--- config.mk ---
export PLATFORM = sky130hd
export DESIGN_NAME = irqc_two_level
export DESIGN_NICKNAME = d
export VERILOG_FILES = /design/src/rtl/irqc_pkg.sv /design/src/rtl/irqc_sub_stage.sv /design/src/rtl/irqc_pick.sv /design/src/rtl/irqc_two_level.sv
export SDC_FILE = /design/constraint.sdc
export NUM_CORES = 1
export LEC_CHECK = 0
export BUFFER_PORTS_ARGS = -buffer_cell sky130_fd_sc_hd__buf_4
export CORE_UTILIZATION = 50
export DETAILED_ROUTE_END_ITERATION = 10
export GPL_TIMING_DRIVEN = 0
export PLACE_DENSITY = 0.71
export RECOVER_POWER = 100
export SLEW_MARGIN = 20
export SYNTH_ARGS = -nofsm -noshare
export SYNTH_HDL_FRONTEND = slang
export SYNTH_SLANG_ARGS = --single-unit
--- constraint.sdc ---
create_clock -name clk -period 4.1 [get_ports clk]
set_input_delay 0.41 -clock clk [delete_from_list [all_inputs] [get_ports clk]]
set_output_delay 0.41 -clock clk [all_outputs]
set_load 0.005 [all_outputs]
--- src/rtl/irqc_pkg.sv ---
package irqc_pkg;
    localparam int NUM_SRC = 32;
    localparam int NUM_SUB = 13;
    localparam int IDX_W   = $clog2(NUM_SRC);
    localparam int ADDR_W  = 3;

    // parent source numbers of the grouped sources
    localparam int PAR_CAM   = 6;
    localparam int PAR_UART2 = 15;
    localparam int PAR_UART1 = 23;
    localparam int PAR_UART0 = 28;
    localparam int PAR_ADC   = 31;

    // register word indices
    localparam logic [ADDR_W-1:0] A_SRC_PEND = 3'd0;
    localparam logic [ADDR_W-1:0] A_ROUTE    = 3'd1;
    localparam logic [ADDR_W-1:0] A_MASK     = 3'd2;
    localparam logic [ADDR_W-1:0] A_INSVC    = 3'd3;
    localparam logic [ADDR_W-1:0] A_INDEX    = 3'd4;
    localparam logic [ADDR_W-1:0] A_SUB_PEND = 3'd5;
    localparam logic [ADDR_W-1:0] A_SUB_MASK = 3'd6;

    function automatic int sub_parent(int s);
        if (s < 3)       return PAR_UART0;
        else if (s < 6)  return PAR_UART1;
        else if (s < 9)  return PAR_UART2;
        else if (s < 11) return PAR_ADC;
        else             return PAR_CAM;
    endfunction

    function automatic logic [NUM_SUB-1:0] members_of(int p);
        logic [NUM_SUB-1:0] m;
        m = '0;
        for (int s = 0; s < NUM_SUB; s++)
            if (sub_parent(s) == p) m[s] = 1'b1;
        return m;
    endfunction

    typedef struct packed {
        logic [NUM_SRC-1:0] src_pend;
        logic [NUM_SRC-1:0] route;
        logic [NUM_SRC-1:0] mask;
        logic [NUM_SRC-1:0] insvc;
        logic [IDX_W-1:0]   index;
        logic [NUM_SUB-1:0] sub_mask;
    } ctl_state_t;
endpackage

--- src/rtl/irqc_sub_stage.sv ---
module irqc_sub_stage
    import irqc_pkg::*;
#(
    parameter int NSRC = NUM_SRC,
    parameter int NSUB = NUM_SUB
) (
    input  logic            clk,
    input  logic            rst_n,
    input  logic [NSUB-1:0] sub_req,
    input  logic [NSUB-1:0] sub_clr,
    input  logic [NSUB-1:0] sub_mask,
    output logic [NSUB-1:0] sub_pend,
    output logic [NSRC-1:0] grp_req,
    output logic [NSRC-1:0] grp_member
);
    logic [NSUB-1:0] sub_pend_d, sub_pend_q;
    logic [NSUB-1:0] live;

    always_comb begin
        sub_pend_d = (sub_pend_q & ~sub_clr) | sub_req;
    end

    always_ff @(posedge clk or negedge rst_n) begin
        if (!rst_n) sub_pend_q <= '0;
        else        sub_pend_q <= sub_pend_d;
    end

    assign live     = sub_pend_q & ~sub_mask;
    assign sub_pend = sub_pend_q;

    for (genvar p = 0; p < NSRC; p++) begin : g_parent
        localparam logic [NSUB-1:0] MEMBERS = NSUB'(members_of(p));
        assign grp_req[p]    = |(live & MEMBERS);
        assign grp_member[p] = |MEMBERS;
    end

    // a raised request is latched on the next edge
    p_sub_set_r2: assert property (@(posedge clk) disable iff (!rst_n)
        (sub_req != '0) |=> ((sub_pend_q & $past(sub_req)) == $past(sub_req)));

    // cleared bits with no live request drop
    p_sub_clr_r2: assert property (@(posedge clk) disable iff (!rst_n)
        (sub_clr != '0 && (sub_req & sub_clr) == '0) |=> ((sub_pend_q & $past(sub_clr)) == '0));
endmodule

--- src/rtl/irqc_pick.sv ---
module irqc_pick #(
    parameter int NSRC  = 32,
    parameter int IDX_W = $clog2(NSRC)
) (
    input  logic [NSRC-1:0]  cand,
    output logic             found,
    output logic [IDX_W-1:0] index,
    output logic [NSRC-1:0]  onehot
);
    always_comb begin
        found = 1'b0;
        index = '0;
        for (int i = NSRC - 1; i >= 0; i--) begin
            if (cand[i]) begin
                found = 1'b1;
                index = IDX_W'(i);
            end
        end
        onehot = found ? (NSRC'(1) << index) : '0;
    end
endmodule

--- src/rtl/irqc_two_level.sv ---
module irqc_two_level
    import irqc_pkg::*;
(
    input  logic               clk,
    input  logic               rst_n,
    input  logic [NUM_SRC-1:0] src_req,
    input  logic [NUM_SUB-1:0] sub_req,
    input  logic               bus_wr,
    input  logic [ADDR_W-1:0]  bus_addr,
    input  logic [31:0]        bus_wdata,
    output logic [31:0]        bus_rdata,
    output logic               irq_o,
    output logic               fiq_o
);
    ctl_state_t st_d, st_q;

    logic [NUM_SUB-1:0] sub_clr, sub_pend;
    logic [NUM_SRC-1:0] grp_req, grp_member, src_set, eligible, pick_onehot;
    logic [NUM_SRC-1:0] clr_src, clr_insvc;
    logic [IDX_W-1:0]   pick_index;
    logic               pick_found;

    assign sub_clr   = (bus_wr && bus_addr == A_SUB_PEND) ? bus_wdata[NUM_SUB-1:0] : '0;
    assign clr_src   = (bus_wr && bus_addr == A_SRC_PEND) ? bus_wdata[NUM_SRC-1:0] : '0;
    assign clr_insvc = (bus_wr && bus_addr == A_INSVC)    ? bus_wdata[NUM_SRC-1:0] : '0;

    irqc_sub_stage #(.NSRC(NUM_SRC), .NSUB(NUM_SUB)) u_sub (
        .clk       (clk),
        .rst_n     (rst_n),
        .sub_req   (sub_req),
        .sub_clr   (sub_clr),
        .sub_mask  (st_q.sub_mask),
        .sub_pend  (sub_pend),
        .grp_req   (grp_req),
        .grp_member(grp_member)
    );

    assign src_set  = (grp_member & grp_req) | (~grp_member & src_req);
    assign eligible = st_q.src_pend & ~st_q.mask & ~st_q.route;

    irqc_pick #(.NSRC(NUM_SRC), .IDX_W(IDX_W)) u_pick (
        .cand  (eligible),
        .found (pick_found),
        .index (pick_index),
        .onehot(pick_onehot)
    );

    always_comb begin
        st_d = st_q;
        st_d.src_pend = (st_q.src_pend & ~clr_src) | src_set;
        if (bus_wr) begin
            case (bus_addr)
                A_ROUTE:    st_d.route    = bus_wdata[NUM_SRC-1:0];
                A_MASK:     st_d.mask     = bus_wdata[NUM_SRC-1:0];
                A_SUB_MASK: st_d.sub_mask = bus_wdata[NUM_SUB-1:0];
                default: ;
            endcase
        end
        if (st_q.insvc == '0) begin
            if (pick_found) begin
                st_d.insvc = pick_onehot;
                st_d.index = pick_index;
            end
        end else begin
            st_d.insvc = st_q.insvc & ~clr_insvc;
        end
    end

    always_ff @(posedge clk or negedge rst_n) begin
        if (!rst_n) begin
            st_q.src_pend <= '0;
            st_q.route    <= '0;
            st_q.mask     <= '1;
            st_q.insvc    <= '0;
            st_q.index    <= '0;
            st_q.sub_mask <= '1;
        end else begin
            st_q <= st_d;
        end
    end

    always_comb begin
        case (bus_addr)
            A_SRC_PEND: bus_rdata = st_q.src_pend;
            A_ROUTE:    bus_rdata = st_q.route;
            A_MASK:     bus_rdata = st_q.mask;
            A_INSVC:    bus_rdata = st_q.insvc;
            A_INDEX:    bus_rdata = 32'(st_q.index);
            A_SUB_PEND: bus_rdata = 32'(sub_pend);
            A_SUB_MASK: bus_rdata = 32'(st_q.sub_mask);
            default:    bus_rdata = '0;
        endcase
    end

    assign irq_o = |st_q.insvc;
    assign fiq_o = |(st_q.src_pend & ~st_q.mask & st_q.route);

    // never more than one source in service
    p_insvc_onehot_r6: assert property (@(posedge clk) disable iff (!rst_n)
        $onehot0(st_q.insvc));

    // an empty in-service register takes the lowest eligible bit
    p_pick_lowest_r6: assert property (@(posedge clk) disable iff (!rst_n)
        (st_q.insvc == '0 && eligible != '0) |=>
        (st_q.insvc == ($past(eligible) & (~$past(eligible) + 1'b1))));

    // the in-service bit holds unless it is cleared
    p_insvc_hold_r6: assert property (@(posedge clk) disable iff (!rst_n)
        (st_q.insvc != '0 && (clr_insvc & st_q.insvc) == '0) |=> $stable(st_q.insvc));

    // the index names the in-service bit
    p_index_match_r7: assert property (@(posedge clk) disable iff (!rst_n)
        (st_q.insvc != '0) |-> st_q.insvc[st_q.index]);

    // a fast-routed source never enters service
    p_no_fast_pick_r9: assert property (@(posedge clk) disable iff (!rst_n)
        $rose(irq_o) |-> ((st_q.insvc & $past(st_q.route)) == '0));

    // a held plain request keeps its pending bit set
    p_level_src_r4: assert property (@(posedge clk) disable iff (!rst_n)
        ((src_req & ~grp_member) != '0) |=>
        ((st_q.src_pend & $past(src_req & ~grp_member)) == $past(src_req & ~grp_member)));
endmodule

==> impl_metrics.tcl <==
set metrics [dict create \
    syn_avg_cell_area_sq_um 10.5 \
    insertion_delay_ns 0.44 \
    dpl.hpwl_mm 20.7 \
    hold_viol 0 \
    status "complete, but fails checks" \
    r2r-end "st_q[19]" \
    fin_nets 1027 \
    rr_worst_depth 6 \
    core_sq_mm 0.0166 \
    yosys_warnings 0 \
    synth_area_sq_mm 0.00855 \
    ctsLongestPathBuffers 2 \
    cp_slowest_cell "nor3b_1" \
    die-height_microns 133 \
    synth_top_area_share 0.334 \
    wire_per_inst_microns 23.8 \
    p_total_mw 5.17 \
    violations "max-capacitance violations, max-slew violations" \
    worstSetupStartpointType "input port" \
    synth.most_common_cell "dfrtp_1" \
    postCtsSetupBuffers 0 \
    path_max_fanout 10 \
    criticalPathCategory "input port to primary output" \
    worst_ep_arrival_time_ns 3.23 \
    drtIter0Drc 747 \
    drc_errors 0 \
    ctsHtreeMaxLevel 4 \
    startpoint "bus_addr[2]" \
    die-area_sq_mm 0.0176 \
    period_share 0.887 \
    path_delay_family "buffers and inverters" \
    path_clk_slew_ns 0.07 \
    max_stage_delay_ns 1.10 \
    period_minus_slack_ns 3.64 \
    grt_pass1_vias 7276 \
    p_per_area_mw_per_mm2 503 \
    drive_gt1_frac 0.292 \
    via_count 7422 \
    overflow 0 \
    ys.flop_type "dfrtp_1" \
    postRouteAntennaNets 0 \
    cts_sinks 159 \
    dpl_cell_area_sq_mm 0.00973 \
    synth-seq-cells 159 \
    leakagePower_nw 4.15 \
    rsz0062_at_grt "false" \
    n_fill_cell 1455 \
    grt.total_usage 0.333 \
    synth-edff-count 0 \
    cts_root_buffer "clkbuf_16" \
    grt_pass1_wl_mm 43.4 \
    grt_max_degree 63 \
    crit_buf_inv 4 \
    setup-tns-final_ns 0 \
    setup_violations 0 \
    syn_to_final_growth_pct 20.2 \
    synthTopCellsByArea "dfrtp_1 (33%), dfstp_2 (14%), mux2_2 (9.2%)" \
    first_pass_iters 7 \
    wirelength_mm 28.0 \
    async_flop_share 1.00 \
    cp-endpoint "bus_rdata[1]" \
    antenna_found_initial 0 \
    worst-slew-pin-transition_ns 2.79 \
    synth_cell_types 68 \
    rr_startpoint "st_q[53]" \
    worst_ep_required_time_ns 3.69 \
    synth_top_cell_by_area "dfrtp_1" \
    io_pins 117 \
    slew_violations 50 \
    rows 47 \
    place.gp.congestion 0.966 \
    synth.top_cells.by_count "dfrtp_1 (114), nand2_1 (73), mux2_2 (70)" \
    synthCells 812 \
    slew_headroom -0.858 \
    yosysSeqAreaShare 0.472 \
    cap_violations 1 \
    cts_tree "built" \
    min_from "src_req[8]" \
    end_kind "primary output" \
    die_w_microns 133 \
    r2r_slack_ns 0.73 \
    peakVddDrop_mv 0.358 \
    final_area_sq_mm 0.0103 \
    cp_num_cells 7 \
    skew_ns 0.00798 \
    io_buffers 110 \
    initial_core_util 0.514 \
    via_per_inst 6.31 \
    hp-class "input port to register" \
    diodes 0 \
    worstPathCellList "clkbuf_1 > clkbuf_1 > nor3b_1 > clkbuf_1 > a22oi_1 > o221ai_1 > clkbuf_4" \
    syn_nets 895 \
    fmaxAchievable_mhz 275 \
    critical-path-top-cell-by-count "clkbuf_1" \
    cts_buffers 17 \
]
sequential cells by signal, summed over array words and instances (netlist names):
register	cells
st_q	146
u_sub.sub_pend	13
routing by layer:
metal	vias to the layer above	GRT usage	share of wire	routed length, microns
met5	-	0	0	0
met3	67	0.0605	0.073	2060
met4	0	0.152	0.037	1030
met2	361	0.519	0.47	13100
li1	3304	-	-	-
met1	3690	0.452	0.42	11900
report_power, final:
group | switching [mW] | internal (mW)
registers | 0.247 | 1.87
logic | 0.747 | 0.546
clock network | 0.675 | 1.08
timing repair:
item	4_1_cts	5_1_grt
resized for setup	0	0
hold buffers	1	0
hold endpoints to repair	34	0
worst min-delay path by stage:
stage | endpoint | depth (start not counted)
2_1_floorplan | st_q[100] | 0
3_3_place_gp | st_q[3] | 2
3_5_place_dp | st_q[143] | 1
4_1_cts | u_sub.sub_pend[10] | 2
5_1_grt | u_sub.sub_pend[10] | 2
6_report | st_q[122] | 2
cells in the final DEF, fill, tap and decap left out, types with 4 or more instances in the layout:
cell        instances
inv_1              46
a21o_1             40
nor3_1              5
or3_1               4
bufinv_16           5
nand4_1            11
a221oi_1            6
dfstp_2            43
nor3b_2             7
o41ai_1             7
o31ai_1            15
nor2b_1             5
clkinvlp_4          4
and2_0              5
o21ai_0            67
dfrtp_1           114
nor4_1             16
or3b_1              4
a211oi_1            5
clkbuf_16          17
a22o_1             23
clkbuf_4           25
mux2_2             70
nand3b_1           33
nand2_1            73
nand3_1            13
or3b_2              5
clkbuf_1           41
buf_4              82
nor2_1             26
a221o_1            24
o221ai_1            4
nor3b_1            24
o22ai_1             4
mux2i_1             8
a21oi_1             9
a22oi_1            16
layout make-up:
| cell class | instances | area, sq um | share of cell area |
|---|---|---|---|
| inverter | 47 | 176 | 0.0172 |
| multi-input combinational | 567 | 4130 | 0.401 |
| sequential | 159 | 4040 | 0.393 |
| tap | 220 | 275 | 0.0268 |
| timing repair buffer | 113 | 880 | 0.0856 |
| clock buffer | 18 | 429 | 0.0417 |
| buffer | 39 | 148 | 0.0144 |
| clock inverter | 13 | 211 | 0.0206 |
per-stage QoR:
step	hold slack, ns	utilization	setup WS [ns]	instances
final	0.144	0.618	0.462	1176
after global routing	0.141	0.618	0.418	1176
after CTS	0.136	0.623	1.04	1176
after detailed placement	0.340	0.584	1.06	1144
after global placement	0.476	0.580	0.666	1142
after floorplan	0.114	-	1.78	812
kinds of logic (layout without fill, tap and decap cells):
logic type             count (synthesis)  in the layout  synth area share
DFF                                  159            159             0.472
and+or+nand+nor                      248            248             0.174
AOI/OAI and AO/OA                    239            239             0.210
buffers and inverters                 86            230            0.0399
muxes                                 80             80             0.104
No activity file was read; power rests on OpenSTA's default activity.
